`src/rtl/clkgen_pkg.sv`:
```
// Shared widths and the captured configuration record of the clock generator.
package clkgen_pkg;
    localparam int DIV_W = 6;
    localparam int FSR_W = 6;

    typedef struct packed {
        logic [DIV_W-1:0] div;
        logic [FSR_W-1:0] fsr;
        logic             mck_on;
    } clk_cfg_t;
endpackage

```
`src/rtl/clkgen_ctrl.sv`:
```
// Run/stop control of the clock generator.
// Starts on a start pulse only when master operation is selected, latching the
// configuration at that moment. A stop pulse is held pending until the frame
// generator reports the last cycle of a frame.
// Assumes single-cycle command pulses in the source clock domain.
module clkgen_ctrl
    import clkgen_pkg::*;
(
    input  logic     clk,
    input  logic     rst_n,
    input  logic     start_i,
    input  logic     stop_i,
    input  logic     master_i,
    input  clk_cfg_t cfg_i,
    input  logic     frame_last_i,
    output logic     run_o,
    output clk_cfg_t cfg_o
);
    logic     run_q;
    logic     stop_pend_q;
    clk_cfg_t cfg_q;

    // Start/stop sequencing and configuration capture.
    always_ff @(posedge clk) begin
        if (!rst_n) begin
            run_q       <= 1'b0;
            stop_pend_q <= 1'b0;
            cfg_q       <= '0;
        end else if (!run_q) begin
            stop_pend_q <= 1'b0;
            if (start_i && master_i) begin
                run_q <= 1'b1;
                cfg_q <= cfg_i;
            end
        end else begin
            if (stop_i) begin
                stop_pend_q <= 1'b1;
            end
            if ((stop_pend_q || stop_i) && frame_last_i) begin
                run_q <= 1'b0;
            end
        end
    end

    assign run_o = run_q;
    assign cfg_o = cfg_q;
endmodule

```
`src/rtl/clkgen_mck_div.sv`:
```
// Master clock divider: divides the source clock by div+1.
// The output is high for the first ceil((div+1)/2) cycles of each period.
// The output is registered, so it has no glitches. It is held low while
// stopped or when the master clock output is switched off.
module clkgen_mck_div
    import clkgen_pkg::*;
(
    input  logic             clk,
    input  logic             rst_n,
    input  logic             run_i,
    input  logic             mck_on_i,
    input  logic [DIV_W-1:0] div_i,
    output logic             mck_o
);
    logic [DIV_W-1:0] cnt_q;
    logic [DIV_W:0]   high_len;
    logic             mck_q;

    assign high_len = ({1'b0, div_i} + (DIV_W+1)'(2)) >> 1;

    // Phase counter, cleared while stopped.
    always_ff @(posedge clk) begin
        if (!rst_n || !run_i) begin
            cnt_q <= '0;
        end else if (cnt_q == div_i) begin
            cnt_q <= '0;
        end else begin
            cnt_q <= cnt_q + 1'b1;
        end
    end

    // Registered output level.
    always_ff @(posedge clk) begin
        if (!rst_n) begin
            mck_q <= 1'b0;
        end else begin
            mck_q <= run_i && mck_on_i && ({1'b0, cnt_q} < high_len);
        end
    end

    assign mck_o = mck_q;
endmodule

```
`src/rtl/clkgen_frame.sv`:
```
// Bit clock, word-select clock and slot-start strobe generator.
// A bit lasts P=(fsr+1)/2 source cycles. A frame holds two slots of
// SLOT_BITS bits. Assumes fsr is odd and at least 3.
// Reports the last cycle of each frame so that a stop takes effect there.
module clkgen_frame
    import clkgen_pkg::*;
#(
    parameter int SLOT_BITS = 32
) (
    input  logic             clk,
    input  logic             rst_n,
    input  logic             run_i,
    input  logic [FSR_W-1:0] fsr_i,
    output logic             bclk_o,
    output logic             ws_o,
    output logic             slot_start_o,
    output logic             frame_last_o
);
    localparam int FRAME_BITS = 2 * SLOT_BITS;
    localparam int BIDX_W     = $clog2(FRAME_BITS);
    localparam int BP_W       = FSR_W - 1;

    logic [BP_W-1:0]   bp_q;
    logic [BIDX_W-1:0] bi_q;
    logic [BIDX_W-1:0] bi_next;
    logic [FSR_W:0]    p_len;
    logic [BP_W-1:0]   bp_last;
    logic [BP_W-1:0]   bp_half;
    logic              bit_last;
    logic              bclk_q, ws_q, ss_q;

    assign p_len    = {1'b0, fsr_i} + (FSR_W+1)'(1);
    assign bp_last  = fsr_i[FSR_W-1:1];
    assign bp_half  = p_len[FSR_W:2];
    assign bit_last = (bp_q == bp_last);
    assign frame_last_o = run_i && bit_last && (bi_q == BIDX_W'(FRAME_BITS - 1));

    // Bit index wrap: free wrap for a power-of-two frame, explicit compare otherwise.
    generate
        if ((1 << BIDX_W) == FRAME_BITS) begin : g_pow2_wrap
            assign bi_next = bi_q + 1'b1;
        end else begin : g_cmp_wrap
            assign bi_next = (bi_q == BIDX_W'(FRAME_BITS - 1)) ? '0 : bi_q + 1'b1;
        end
    endgenerate

    // Bit phase and bit index counters, cleared while stopped.
    always_ff @(posedge clk) begin
        if (!rst_n || !run_i) begin
            bp_q <= '0;
            bi_q <= '0;
        end else if (bit_last) begin
            bp_q <= '0;
            bi_q <= bi_next;
        end else begin
            bp_q <= bp_q + 1'b1;
        end
    end

    // Registered clock and strobe outputs.
    always_ff @(posedge clk) begin
        if (!rst_n) begin
            bclk_q <= 1'b0;
            ws_q   <= 1'b0;
            ss_q   <= 1'b0;
        end else begin
            bclk_q <= run_i && (bp_q >= bp_half);
            ws_q   <= run_i && (bi_q >= BIDX_W'(SLOT_BITS));
            ss_q   <= run_i && (bp_q == '0) &&
                      ((bi_q == '0) || (bi_q == BIDX_W'(SLOT_BITS)));
        end
    end

    assign bclk_o       = bclk_q;
    assign ws_o         = ws_q;
    assign slot_start_o = ss_q;
endmodule

```
`src/rtl/audio_clkgen.sv`:
```
// Top of the audio clock generator: master clock divider plus bit/frame clocks.
// Runs entirely in the audio source clock domain. Commands are single-cycle pulses.
module audio_clkgen
    import clkgen_pkg::*;
#(
    parameter int SLOT_BITS = 32
) (
    input  logic             clk,
    input  logic             rst_n,
    input  logic             master_i,
    input  logic             mck_mode_i,
    input  logic [DIV_W-1:0] div_i,
    input  logic [FSR_W-1:0] fsr_i,
    input  logic             ck_en_i,
    input  logic             ck_dis_i,
    output logic             mck_o,
    output logic             bclk_o,
    output logic             ws_o,
    output logic             slot_start_o
);
    clk_cfg_t cfg_in;
    clk_cfg_t cfg_q;
    logic     run;
    logic     frame_last;

    assign cfg_in = '{div: div_i, fsr: fsr_i, mck_on: mck_mode_i};

    clkgen_ctrl u_ctrl (
        .clk          (clk),
        .rst_n        (rst_n),
        .start_i      (ck_en_i),
        .stop_i       (ck_dis_i),
        .master_i     (master_i),
        .cfg_i        (cfg_in),
        .frame_last_i (frame_last),
        .run_o        (run),
        .cfg_o        (cfg_q)
    );

    clkgen_mck_div u_mck (
        .clk      (clk),
        .rst_n    (rst_n),
        .run_i    (run),
        .mck_on_i (cfg_q.mck_on),
        .div_i    (cfg_q.div),
        .mck_o    (mck_o)
    );

    clkgen_frame #(.SLOT_BITS(SLOT_BITS)) u_frame (
        .clk          (clk),
        .rst_n        (rst_n),
        .run_i        (run),
        .fsr_i        (cfg_q.fsr),
        .bclk_o       (bclk_o),
        .ws_o         (ws_o),
        .slot_start_o (slot_start_o),
        .frame_last_o (frame_last)
    );
endmodule

```
`config.mk`:
```
export PLATFORM = sky130hd
export DESIGN_NAME = audio_clkgen
export DESIGN_NICKNAME = d
export VERILOG_FILES = /design/src/rtl/clkgen_pkg.sv /design/src/rtl/clkgen_ctrl.sv /design/src/rtl/clkgen_mck_div.sv /design/src/rtl/clkgen_frame.sv /design/src/rtl/audio_clkgen.sv
export SDC_FILE = /design/constraint.sdc
export NUM_CORES = 1
export LEC_CHECK = 0
export ABC_AREA = 1
export CELL_PAD_IN_SITES_DETAIL_PLACEMENT = 2
export CELL_PAD_IN_SITES_GLOBAL_PLACEMENT = 2
export CORE_ASPECT_RATIO = 0.8
export CORE_MARGIN = 4
export CORE_UTILIZATION = 36
export CTS_CLUSTER_DIAMETER = 30
export DETAILED_ROUTE_END_ITERATION = 16
export DONT_BUFFER_PORTS = 1
export PLACE_DENSITY_LB_ADDON = 0.1
export SETUP_SLACK_MARGIN = 0.02
export SLEW_MARGIN = 20
export SYNTH_ARGS = -nofsm -noshare
export SYNTH_HDL_FRONTEND = slang
export SYNTH_SLANG_ARGS = --single-unit
export TNS_END_PERCENT = 100
```
`constraint.sdc`:
```
create_clock -name clk -period 1.65 [get_ports clk]
set_input_delay 0.33 -clock clk [delete_from_list [all_inputs] [get_ports clk]]
set_output_delay 0.33 -clock clk [all_outputs]
set_load 0.01 [all_outputs]
```
# After elaboration in Yosys (flattened, before gate mapping)
# Index checks and enable logic that the tools add are counted.
[word_totals]
regBits = 36
inputBits = 18
output_inout_bits = 4
elab_cells = 49
[classes]
n_addsub = 5
order_cmp = 3
eq_ne = 4
mux = 3
n_bitwise = 1
n_reduce_logical = 21
[ops]
columns = ["cell", "n"]
rows = [
  ["6-bit by 1-bit adder with 6-bit output (second input constant)", 2],
  ["6-bit equality test (second input constant)", 2],
  ["1-bit logical AND", 10],
  ["6-bit by 1-bit adder with 7-bit output (second input constant)", 1],
  ["6-bit by 2-bit adder with 7-bit output (second input constant)", 1],
  ["6-bit equality test", 1],
  ["6-bit >= comparator (second input constant)", 1],
  ["6-bit logical NOT", 1],
  ["6-bit less-than comparator", 1],
  ["5-bit by 1-bit adder with 5-bit output (second input constant)", 1],
  ["5-bit equality test", 1],
  ["5-bit >= comparator", 1],
  ["5-bit logical NOT", 1],
  ["2-bit AND reduction", 2],
  ["2-bit OR reduction", 2],
  ["1-bit logical OR", 3],
  ["1-bit 2-to-1 mux", 3],
  ["1-bit logical NOT", 2],
  ["1-bit NOT", 1],
]

# Depth between registers and ports, before layout
[logic_depth]
depth_word = 6
mapped_depth = 10

# Modules after synthesis
# A second synthesis with hierarchy kept.
[unflattened]
cells_unflattened = 323
area_unflattened_um2 = 2125.8
[modules_own_cells]
columns = ["mod", "n_inst", "cells_per_inst", "area_each_um2", "seq_area_each_um2"]
rows = [
  ["clkgen_frame", 1, 142, 944.7, 280.3],
  ["clkgen_ctrl", 1, 92, 619.3, 300.3],
  ["clkgen_mck_div", 1, 89, 561.8, 140.1],
]

# Worst setup path after synthesis
# OpenSTA, ideal clock, no wires.
[synth_timing]
kind = "register to register"
start = "register u_ctrl.cfg_o[2] (netlist name)"
end = "register u_frame.bclk_q, in the netlist u_frame.bclk_o"
setup_ns = 0.119
arrival_ns = 1.421
required_time_ns = 1.531
setup_slack_ns = 0.110
stages_incl_launch_ff = 10
n_path_buf = 0
period_less_slack_ns = 1.540
path_cell_list = "dfxtp_1 > nand3_1 > nor2_1 > nand2_1 > xor2_1 > ha_1 > nand2_1 > o21ai_0 > nor2_1 > nor2_1"
[synth_between]
elab_chain_cells = 3
[synth_lines]
columns = ["item", "line_no", "rtl"]
rows = [
  ["6-bit by 1-bit adder with 7-bit output", "clkgen_frame.sv:32", "assign p_len = {1'b0, fsr_i} + (FSR_W+1)'(1);"],
  ["5-bit >= comparator", "clkgen_frame.sv:67", "bclk_q <= run_i && (bp_q >= bp_half);"],
  ["1-bit logical AND", "clkgen_frame.sv:67", ""],
  ["end signal, assigned", "clkgen_frame.sv:67", ""],
  ["end, declared", "clkgen_frame.sv:30", "logic bclk_q, ws_q, ss_q;"],
]
# No other way between the ends.
# A chain may end at the register's enable or synchronous reset.

# Worst setup path in the final report
[layout_timing]
start = "register u_ctrl.cfg_o[1] (netlist name)"
end = "register u_frame.bclk_q, in the netlist u_frame.bclk_o"
[layout_between]
elab_chain_cells = 3
[layout_lines]
columns = ["item", "line_no"]
rows = [
  ["6-bit by 1-bit adder with 7-bit output", "clkgen_frame.sv:32"],
  ["5-bit >= comparator", "clkgen_frame.sv:67"],
  ["1-bit logical AND", "clkgen_frame.sv:67"],
]
# No other way between the ends.

==> flow_metrics.tcl <==
set metrics [dict create \
    core_area_mm2 0.005065 \
    synth_most_common_cell "nand2_1" \
    total_power_uw 1836 \
    cp_max_fo 3 \
    crit_arrival_ps 1820 \
    slew_violations 0 \
    hold_viol_final 0 \
    h-tree-depth 2 \
    die_x_um 89.50 \
    synthArstFlopShare_pct 0 \
    setup_viol 0 \
    start_kind "register" \
    fin_util_pct 44.00 \
    clk_pin_slew_ps 80 \
    port_buffers 0 \
    drtIter0Drc 45 \
    syn-cell-area_mm2 0.001913 \
    floorplan.initialDensity_pct 37.77 \
    gp_congestion 0.7497 \
    cts_made_buffers 5 \
    crit_path_end_kind "register" \
    dr.pass1.iters 4 \
    cts-root-buf "clkbuf_8" \
    post-route-drc-count 0 \
    maxCapViolCount 0 \
    postCtsHoldBufs 0 \
    drive_gt1_share_pct 19.03 \
    critPathSlowestCell "dfxtp_4" \
    yosys.area.top_type "dfxtp_1" \
    overflow 0 \
    synth_edf_count 0 \
    fp-row-count 23 \
    ys.flop_type "dfxtp_1" \
    areaGrowthSynthToFinish_pct 16.48 \
    outcome "finished clean" \
    ys_seq_elements 36 \
    cts_sinks 36 \
    tightest_slew_ps 347.0 \
    avgRoutedWirePerCell_um 16.05 \
    fin_crit_ps 1597 \
    fin_setup_tns_ps 0 \
    finalCritPeriodShare_pct 96.76 \
    grt_pass1_vias 1786 \
    seq_area_frac_synth_pct 37.67 \
    antenna_found_initial 0 \
    io_pins 22 \
    fin_skew_ps 8.409 \
    n_antenna_cell 0 \
    hold_class "in2reg" \
    cpMostUsedCell "nor2_1" \
    rsz0062_at_grt "yes" \
    ys_warn_count 0 \
    ir_drop_mv 0.3840 \
    finalWirelength_mm 5.297 \
    max_clock_freq_ghz 0.6263 \
    slew_headroom_pct 76.84 \
    worstSetupPathType "reg2reg" \
    synth_fp_nets 288 \
    insertion_delay_ps 300 \
    ys_types 26 \
    dp_hpwl_mm 4.049 \
    synth_commonest_cells "nand2_1, dfxtp_1, nor2_1, a21oi_1, inv_1" \
    num_vias 1668 \
    p_leak_uw 0.0009171 \
    netlist_instances 254 \
    crit_family "simple AND/OR/NAND/NOR gates" \
    synth_area_leaders "dfxtp_1, ha_1, nand2_1" \
    syn_avg_cell_area_um2 7.532 \
    worstPathCellList "nand3_4, nor2_4, nand2_2, xor2_1, ha_1, nand4_1, a21oi_2, nor2_1, nor2_1" \
    cts_tree "yes" \
    crit_path_max_incr_delay_ps 380 \
    pre_cts_ws_ps -86.58 \
    synth_top_cell_area_share_pct 37.67 \
    grt_pass1_wl_mm 8.707 \
    powerDensity_mw_per_mm2 824.0 \
    dieArea_mm2 0.006551 \
    grt_max_degree 17 \
    path_buf_inv 0 \
    cts_buffer_depth 2 \
    setup_ws_ps 53.44 \
    grt_usage_pct 18.01 \
    crit_required_ps 1880 \
    vias_per_cell 5.055 \
    drtAntennaViolNets 0 \
    final_nets 301 \
    fp.dieH_um 73.20 \
]
==> worst paths after layout <==
| kind | from | end | slack [ps] | cells after the start |
|---|---|---|---|---|
| worst min register to register | u_ctrl.cfg_o[0] | u_mck.mck_o | 470 | 2 |
| worst max-delay path | u_ctrl.cfg_o[1] | u_frame.bclk_o | 50 | 9 |
| worst min-delay path | rst_n | u_ctrl.run_o | 150 | 2 |
| worst max register to register | u_ctrl.cfg_o[1] | u_frame.bclk_o | 50 | 9 |
==> routing by layer <==
metal	track usage [%]	share of wire, %	vias to the layer above
met5	0	0	-
met4	3.967	0.83	0
met3	5.530	4.1	5
met2	28.05	43	22
met1	24.52	52	794
li1	-	-	847
==> power breakdown <==
part	total (µW)	internal, µW	leakage (µW)	switching [µW]
Clock	641	294	0.0000479	347
Combinational	257	99.3	0.000573	158
Sequential	938	902	0.000296	36.2
==> per-stage QoR <==
stage / cells / hold WS, ps / cell area [µm²]
CTS: 330 / 138.0 / 2170
global route: 330 / 131.9 / 2228
finish: 330 / 148.8 / 2228
global placement: 320 / 445.8 / 2029
detailed placement: 320 / 443.3 / 2029
floorplan: 254 / 415.6 / 1913
==> state kept, by name, summed over array words and instances, names as in the netlist <==
| signal | flops |
|---|---|
| u_frame.slot_start_o | 1 |
| u_frame.bi_q | 6 |
| u_mck.cnt_q | 6 |
| u_frame.bp_q | 5 |
| u_ctrl.cfg_o | 13 |
| u_frame.bclk_o | 1 |
| u_mck.mck_o | 1 |
| u_frame.ws_o | 1 |
| u_ctrl.stop_pend_q | 1 |
| u_ctrl.run_o | 1 |
==> repair_timing <==
action                                  in CTS  in global routing
gates cloned                                 0                  0
gates resized for setup                     12                 14
buffers inserted                             2                  0
pin swaps                                    2                  4
endpoints found under the setup margin       2                  2
==> cells in the final DEF, fill, tap and decap left out <==
cell type,Yosys,final
nor3b_2,0,1
o21ai_2,1,1
nor4_1,1,1
nand4_1,3,3
ha_4,0,3
xor2_1,13,13
o21ai_1,0,2
or2_0,1,1
xnor2_2,1,1
nand2_2,2,4
nand3_2,0,1
or2_2,1,1
buf_4,0,9
ha_1,16,13
inv_2,5,5
nand3_4,1,2
o21ai_0,16,14
dfxtp_1,36,29
nor3_1,1,1
a21oi_2,0,2
nor2_2,4,4
nor2_4,0,1
a21oi_1,21,19
xnor2_1,4,4
nor2_1,36,35
clkinv_4,0,1
dfxtp_2,0,4
o21a_1,2,2
inv_1,21,21
dfxtp_4,0,3
nand3_1,17,15
nand2_1,46,44
clkbuf_8,0,5
and2b_2,1,1
clkinv_2,0,2
==> cells by family (layout without fill, tap and decap cells) <==
logic type | after synthesis | count (layout) | synth area share [%]
xor gates and xnor gates | 18 | 18 | 8.633
adders and majority gates | 16 | 16 | 10.46
and+or+nand+nor | 115 | 115 | 26.49
DFF | 36 | 36 | 37.67
AOI/OAI and AO/OA | 40 | 40 | 10.92
buffers and inverters | 29 | 43 | 5.821
==> layout make-up <==
class | instances | area [µm²]
Clock buffer | 5 | 68.82
Clock inverter | 3 | 18.77
Fill cell | 588 | 2836
Inverter | 26 | 97.59
Multi-Input combinational cell | 189 | 1161
Sequential cell | 36 | 737.0
Tap cell | 62 | 77.57
Timing Repair Buffer | 9 | 67.56
Note: power is estimated with default switching activity, not from simulation.
